## config.mk

```make
export PLATFORM = sky130hd
export DESIGN_NAME = frac_baud_gen
export DESIGN_NICKNAME = d
export VERILOG_FILES = /design/src/rtl/frac_baud_gen.sv
export SDC_FILE = /design/constraint.sdc
export NUM_CORES = 1
export LEC_CHECK = 0
export ABC_AREA = 1
export BUFFER_PORTS_ARGS = -buffer_cell sky130_fd_sc_hd__buf_2
export CORE_UTILIZATION = 50
export CTS_BUF_LIST = sky130_fd_sc_hd__clkbuf_4 sky130_fd_sc_hd__clkbuf_8
export CTS_CLUSTER_DIAMETER = 50
export DETAILED_ROUTE_END_ITERATION = 8
export GPL_ROUTABILITY_DRIVEN = 1
export GPL_TIMING_DRIVEN = 0
export HOLD_SLACK_MARGIN = 0.08
export PLACE_DENSITY = 0.68
export SETUP_SLACK_MARGIN = 0.2
export SYNTH_ARGS = -nofsm -noshare
export SYNTH_HDL_FRONTEND = slang
export SYNTH_SLANG_ARGS = --single-unit
```

## constraint.sdc

```tcl
create_clock -name clk -period 8.38 [get_ports clk]
set_clock_uncertainty 0.05 [all_clocks]
set_input_delay 1.676 -clock clk [delete_from_list [all_inputs] [get_ports clk]]
set_output_delay 1.676 -clock clk [all_outputs]
set_load 0.01 [all_outputs]
```

## src/rtl/frac_baud_gen.sv

```systemverilog
module frac_baud_gen #(
  parameter int INT_W  = 16,
  parameter int FRAC_W = 4
) (
  input  logic              clk,
  input  logic              rst_n,
  input  logic              cfg_we,
  input  logic [INT_W-1:0]  cfg_int,
  input  logic [FRAC_W-1:0] cfg_frac,
  input  logic              cfg_pre4,
  input  logic [1:0]        cfg_mode,
  output logic              sample_tick,
  output logic              bit_tick
);
  localparam int CNT_W = INT_W + 1;
  localparam int OS_W  = 4;

  logic [INT_W-1:0]  int_q;
  logic [FRAC_W-1:0] frac_q;
  logic              pre4_q;
  logic [1:0]        mode_q;
  logic [1:0]        pre_cnt;
  logic [CNT_W-1:0]  div_cnt;
  logic [FRAC_W-1:0] acc;
  logic [OS_W-1:0]   os_cnt;
  logic [OS_W-1:0]   os_top;

  wire active   = |int_q;
  wire pre_last = !pre4_q || (pre_cnt == 2'd3);
  wire [FRAC_W:0] acc_sum = {1'b0, acc} + {1'b0, frac_q};
  wire stretch  = acc_sum[FRAC_W];
  wire [CNT_W-1:0] period_m1 = {1'b0, int_q} - CNT_W'(1) + CNT_W'(stretch);
  wire s_fire   = active && pre_last && (div_cnt == period_m1);
  wire b_fire   = s_fire && (os_cnt == os_top);

  always_comb begin
    case (mode_q)
      2'b01:   os_top = OS_W'(7);
      2'b10:   os_top = OS_W'(3);
      default: os_top = OS_W'(15);
    endcase
  end

  always_ff @(posedge clk or negedge rst_n) begin
    if (!rst_n) begin
      int_q       <= '0;
      frac_q      <= '0;
      pre4_q      <= 1'b0;
      mode_q      <= 2'b00;
      pre_cnt     <= '0;
      div_cnt     <= '0;
      acc         <= '0;
      os_cnt      <= '0;
      sample_tick <= 1'b0;
      bit_tick    <= 1'b0;
    end else if (cfg_we) begin
      int_q       <= cfg_int;
      frac_q      <= cfg_frac;
      pre4_q      <= cfg_pre4;
      mode_q      <= cfg_mode;
      pre_cnt     <= '0;
      div_cnt     <= '0;
      acc         <= '0;
      os_cnt      <= '0;
      sample_tick <= 1'b0;
      bit_tick    <= 1'b0;
    end else begin
      pre_cnt <= pre_last ? 2'd0 : pre_cnt + 2'd1;
      if (active && pre_last) begin
        if (s_fire) begin
          div_cnt <= '0;
          acc     <= acc_sum[FRAC_W-1:0];
          os_cnt  <= b_fire ? '0 : os_cnt + OS_W'(1);
        end else begin
          div_cnt <= div_cnt + CNT_W'(1);
        end
      end
      sample_tick <= s_fire;
      bit_tick    <= b_fire;
    end
  end

  assert_bit_with_sample_R5: assert property (@(posedge clk) disable iff (!rst_n)
    bit_tick |-> sample_tick);

  assert_quiet_when_zero_R6: assert property (@(posedge clk) disable iff (!rst_n)
    (int_q == '0) |-> (!sample_tick && !bit_tick));

  assert_restart_clean_R7: assert property (@(posedge clk) disable iff (!rst_n)
    cfg_we |=> (!sample_tick && !bit_tick));

  assert_pre4_spacing_R8: assert property (@(posedge clk) disable iff (!rst_n)
    (pre4_q && sample_tick && !cfg_we) |=> !sample_tick);

  assert_bit_spacing_R5: assert property (@(posedge clk) disable iff (!rst_n)
    (bit_tick && !cfg_we) |=> !bit_tick);
endmodule

```

# After elaboration in Yosys (flattened, before gate mapping)

Cells that the tools add are included.
W data, S select, Z words.

Add/sub/neg operators: 6
Equality and inequality tests: 5
Mux-type cells: 15
Reductions and logical operators: 9

Operators with widths:

| operator                | count |
|---|---|
| $mux W17                | 3 |
| $mux W4                 | 7 |
| $add A17 B1 Y17         | 1 |
| $add A17 B1 Y17 const B | 1 |
| $eq A17 B17 Y1          | 1 |
| $sub A16 B1 Y17 const B | 1 |
| $reduce_or A16 Y1       | 1 |
| $pmux W4 S2             | 1 |
| $add A4 B4 Y5           | 1 |
| $add A4 B1 Y4 const B   | 1 |
| $eq A2 B2 Y1 const B    | 2 |
| $eq A4 B4 Y1            | 1 |
| $mux W2                 | 2 |
| $reduce_bool A2 Y1      | 2 |
| $logic_and A1 B1 Y1     | 3 |
| $add A2 B1 Y2 const B   | 1 |
| $eq A2 B1 Y1 const B    | 1 |
| $mux W1                 | 2 |
| $reduce_and A2 Y1       | 1 |
| $logic_not A1 Y1        | 1 |
| $logic_or A1 B1 Y1      | 1 |

Register bits: 52
Input port bits: 26
Output and inout port bits: 2
Logic and storage cells: 45

# Logic depth before layout (Yosys ltp)

Word-level depth: 9
Gate-level depth with buffers: 21
Gate-level depth less buffers: 21

# Least setup slack after synthesis

Ideal clock, no wire load.

Kind: input to register
Start point: input cfg_we
End point: register div_cnt[12]
Setup time: 0.066 ns
Data arrival time: 2.796 ns
Data required time: 8.264 ns
Setup slack: 5.468 ns
Cell stages on the path: 6
Buffers on the path: 3
Cell sequence: clkbuf_1 inv_1 clkbuf_1 buf_1 nand4_1 nand2_1

Cells in the longest elaborated chain, start to end: 1
Elaborated cells on any way between the ends: 2
Classes of those cells: mux: 1; reduce/logical: 1

Ends and longest elaborated chain:

| item                                           | RTL line | RTL |
|---|---|---|
| start: declaration                             | 7        | `input logic cfg_we,` |
| $mux W17 or $reduce_bool A2 Y1 (tied branches) | --       |  |
| end signal: assignment                         | 75       | `div_cnt <= div_cnt + CNT_W'(1);` |
| end: declaration                               | 23       | `logic [CNT_W-1:0] div_cnt;` |

Parallel ways exist; a longest one is shown, timed or not.
A chain may end at the register's enable or synchronous reset.

# Worst setup path after layout

Start point: register frac_q[0]
End point: register div_cnt[1]

Cells in the longest elaborated chain, start to end: 7

Ends and longest elaborated chain:

| item                     | RTL line | RTL |
|---|---|---|
| start: declaration       | 19       | `logic [FRAC_W-1:0] frac_q;` |
| start signal: assignment | 58       | `frac_q <= cfg_frac;` |
| $add A4 B4 Y5            | 30       | `wire [FRAC_W:0] acc_sum = {1'b0, acc} + {1'b0, frac_q};` |
| $add A17 B1 Y17          | 32       | `wire [CNT_W-1:0] period_m1 = {1'b0, int_q} - CNT_W'(1) + CNT_W'(stretch);` |
| $eq A17 B17 Y1           | 33       | `wire s_fire = active && pre_last && (div_cnt == period_m1);` |
| $logic_and A1 B1 Y1      | 33       |  |
| $mux W17                 | 70       | `if (s_fire) begin` |
| $mux W17                 | 69       | `if (active && pre_last) begin` |
| $mux W17                 | 56       | `end else if (cfg_we) begin` |

No other way between the ends. The select of a mux whose other input is x is not followed.

==> results.md <==
- Status: complete, no violations
- Root Buffer: clkbuf_8
- # DRC: 0
- First-pass GRT wire length: 14.7 mm
- Cell area after placement: 0.00391 mm²
- CP Launch Type: register
- Net count of the finished layout: roughly 600
- Vias: 3,308
- Hold Fails Final Rpt: 0
- Seq cells post-synth: 52
- Final setup vio count: 0
- Top Family by Delay on Critical Path: simple AND/OR/NAND/NOR gates
- CTS tree: yes
- CP bufs+invs: 2
- Final Worst Setup Slack: 5090 ps
- Worst path depth: 19
- Rel. slew slack: 52.6%
- Post-CTS setup buffers: 0
- Max Slew Vio Count: 0
- Leakage: 2.18 nW
- H-tree levels: 2
- Total clock sinks: 52
- Hold Path Class: reg2reg
- CP required: 8530 ps
- # IOs: 28
- Crit path DAT: 3440 ps
- GPL Wtd Cong: approximately 0.90
- ANT nets after route: 0
- Vias in the first global route: 3,221
- Synth Cell Area: between 0.003 and 0.004 mm²
- Number of port buffers: 26
- Grt ovf: 0
- Crit. End Element: register
- Most frequent CP cell: nand2_1
- Final std cells w/o fill: 652
- Die Span X: slightly below 90 µm
- Maxcap violations: 0
- Synth Warn #: 0
- Clk slew on worst S/H paths: 100 ps
- Gates resized, CTS repair: 0
- ANT cells: 0
- Biggest fanout along the worst timing path: 10
- Largest net degree at the start of global routing: 53
- Detailed-route wire length per cell: about 13 µm
- Critical Path Source: frac_q[0]$_DFFE_PN0P_
- F_max: 0.304 GHz
- Max rail drop VDD: 0.0000767 V
- Final min period: between 3000 and 4000 ps
- # rows: 30
- Worst R2R End: div_cnt[1]$_DFFE_PN0P_
- Die outline height: just under 90 µm
- Design area: 0.00406 mm²
- # fillers: 667
- Hold_buf cts: 0
- Critical Path End: div_cnt[1]$_DFFE_PN0P_
- Slowest stage delay, CP: 420 ps
- Seq/Total Area, Yosys: approximately 36%
- Worst Max-Slew Pin Slew: 711 ps
- R2r startpoint: frac_q[0]$_DFFE_PN0P_
- Share of cells above drive strength 1: 14.7%
- Post-synth cell types: 35
- First DRT Iteration DRCs: 129
- Crit Path Class: reg2reg
- Flop2flop setup slack: 5090 ps
- Post-Synthesis Cells: 521
- Detail Placement HPWL: 6.65 mm
- CTS Buf Count: 5
- GRT Util Overall: 24.8%
- Starting density of the core: 52.8%
- Commonest non-fill, non-tap cell in the layout: nand2_1
- Area growth syn-to-layout: 10.7%
- Syn_nets: 558
- Critical Path, Cell by Cell: ha_1 > inv_1 > fa_1 > o21ai_0 > a21oi_1 > ha_1 > ha_1 > nand3_4 > nor2_2 > nand2_1 > nand2_1 > nand2_1 > nor2_1 > nand2_2 > nor2_4 > nand2_4 > buf_6 > nand4_1 > nand2_1
- Initial antenna violation count: 0
- Setup WS pre-CTS: 4870 ps
- Syn avg cell area: 7.03 µm²
- Worst-Skew Late Latency: 310 ps
- Crit-path slowest cell: dfrtp_1
- Vias per cell: between 5 and 6
- Tcrit/Tclk final: 39.2%
- Setup_tns: 0 ps
- Reg2Reg Depth: 19
- Placeable core region: 0.00694 mm²
- Total Routed Length: 8.56 mm
- Commonest non-fill, non-tap cells in the layout: 186 x nand2_1, 60 x inv_1, 52 x dfrtp_1
- Unrepaired setup endpoints after global routing: false
- Die area: 0.00767 mm²
- Clock Path Buffers: 2
- Dpl cells: ~640
- Pre-Repair DR Iteration Count: 4
- PD cells: 139 mW/mm²
layer usage:
layer  track usage (%)  vias up  part of all wire [%]
li1                  -     1694                     -
met1              30.6     1536                    46
met2              44.0       60                    48
met3              4.34       18                   4.0
met4              7.60        0                   1.9
met5                 0        -                     0
worst min path at each step:
stage	start	endpoint	slack, ps	cells after the start
global placement	pre_cnt[0]$_DFF_PN0_	pre_cnt[0]$_DFF_PN0_	380	1
detailed placement	pre_cnt[0]$_DFF_PN0_	pre_cnt[0]$_DFF_PN0_	390	1
CTS	pre_cnt[0]$_DFF_PN0_	pre_cnt[0]$_DFF_PN0_	400	1
finish	pre_cnt[0]$_DFF_PN0_	pre_cnt[0]$_DFF_PN0_	400	1
global route	pre_cnt[0]$_DFF_PN0_	pre_cnt[0]$_DFF_PN0_	410	1
floorplan	pre_cnt[0]$_DFF_PN0_	pre_cnt[0]$_DFF_PN0_	360	1
power by group:
| group | switching (W) | internal, W |
|---|---|---|
| Clock | 0.0000867 | 0.0000978 |
| Combinational | 0.0000682 | 0.0000353 |
| Sequential | 0.0000136 | 0.000262 |
| Total | 0.000168 | 0.000396 |
cell usage after synthesis:
cell	count	area share, %
nand2_1	186	19
nor3_1	6	0.82
clkbuf_2	2	0.27
nand3b_1	4	0.82
buf_1	2	0.20
or2_2	1	0.17
ha_1	10	3.4
o21ai_0	20	2.7
dfrtp_1	52	36
nand2_2	6	1.0
nand3_2	8	2.2
nand4_1	23	3.9
xor2_1	20	4.8
xnor2_1	8	1.9
nor2_4	2	0.61
nand2_4	2	0.61
nor2_8	2	1.1
nor2_1	41	4.2
fa_1	1	0.55
nor3_2	1	0.27
o21ai_1	3	0.41
o21bai_1	1	0.20
and2_1	2	0.34
nand4_2	1	0.34
a211oi_1	1	0.20
nor2_2	8	1.4
nand3_4	1	0.48
buf_6	2	0.61
inv_2	6	0.61
clkbuf_1	9	0.92
nand3_1	20	2.7
inv_1	60	6.1
a21oi_1	3	0.41
buf_2	5	0.68
nor4_1	2	0.34
sequential cells by signal (all words and copies together), names as in the netlist:
name,cells
mode_q,2
int_q,16
pre_cnt,2
sample_tick,1
bit_tick,1
frac_q,4
acc,4
pre4_q,1
os_cnt,4
div_cnt,17
layout make-up:
class,instances,area (µm²),area share [%]
Multi-Input combinational cell,383,2020,49.7
Sequential cell,52,1300,32.1
Inverter,66,248,6.11
Timing Repair Buffer,27,150,3.70
Tap cell,96,120,2.96
Buffer,20,98.8,2.44
Clock buffer,6,82.6,2.04
Clock inverter,2,38.8,0.956
logic make-up after synthesis:
family | Yosys count | synth area share [%]
AO/OA/AOI/OAI | 28 | 3.96
AND/OR/NAND/NOR | 316 | 40.4
flip-flops | 52 | 35.5
XOR/XNOR | 28 | 6.69
adder cells (fa/ha/maj) | 11 | 3.96
buffers and inverters | 86 | 9.46
through the flow:
step                      utilization [%]  hold slack, ps  total power (W)
after floorplan                         -             364         0.000351
after global placement               56.4             377         0.000380
after detailed placement             56.4             388         0.000383
after CTS                            58.1             402         0.000567
after global routing                 58.4             415         0.000594
final                                58.4             396         0.000564
No activity file was read; power rests on OpenSTA's default activity.
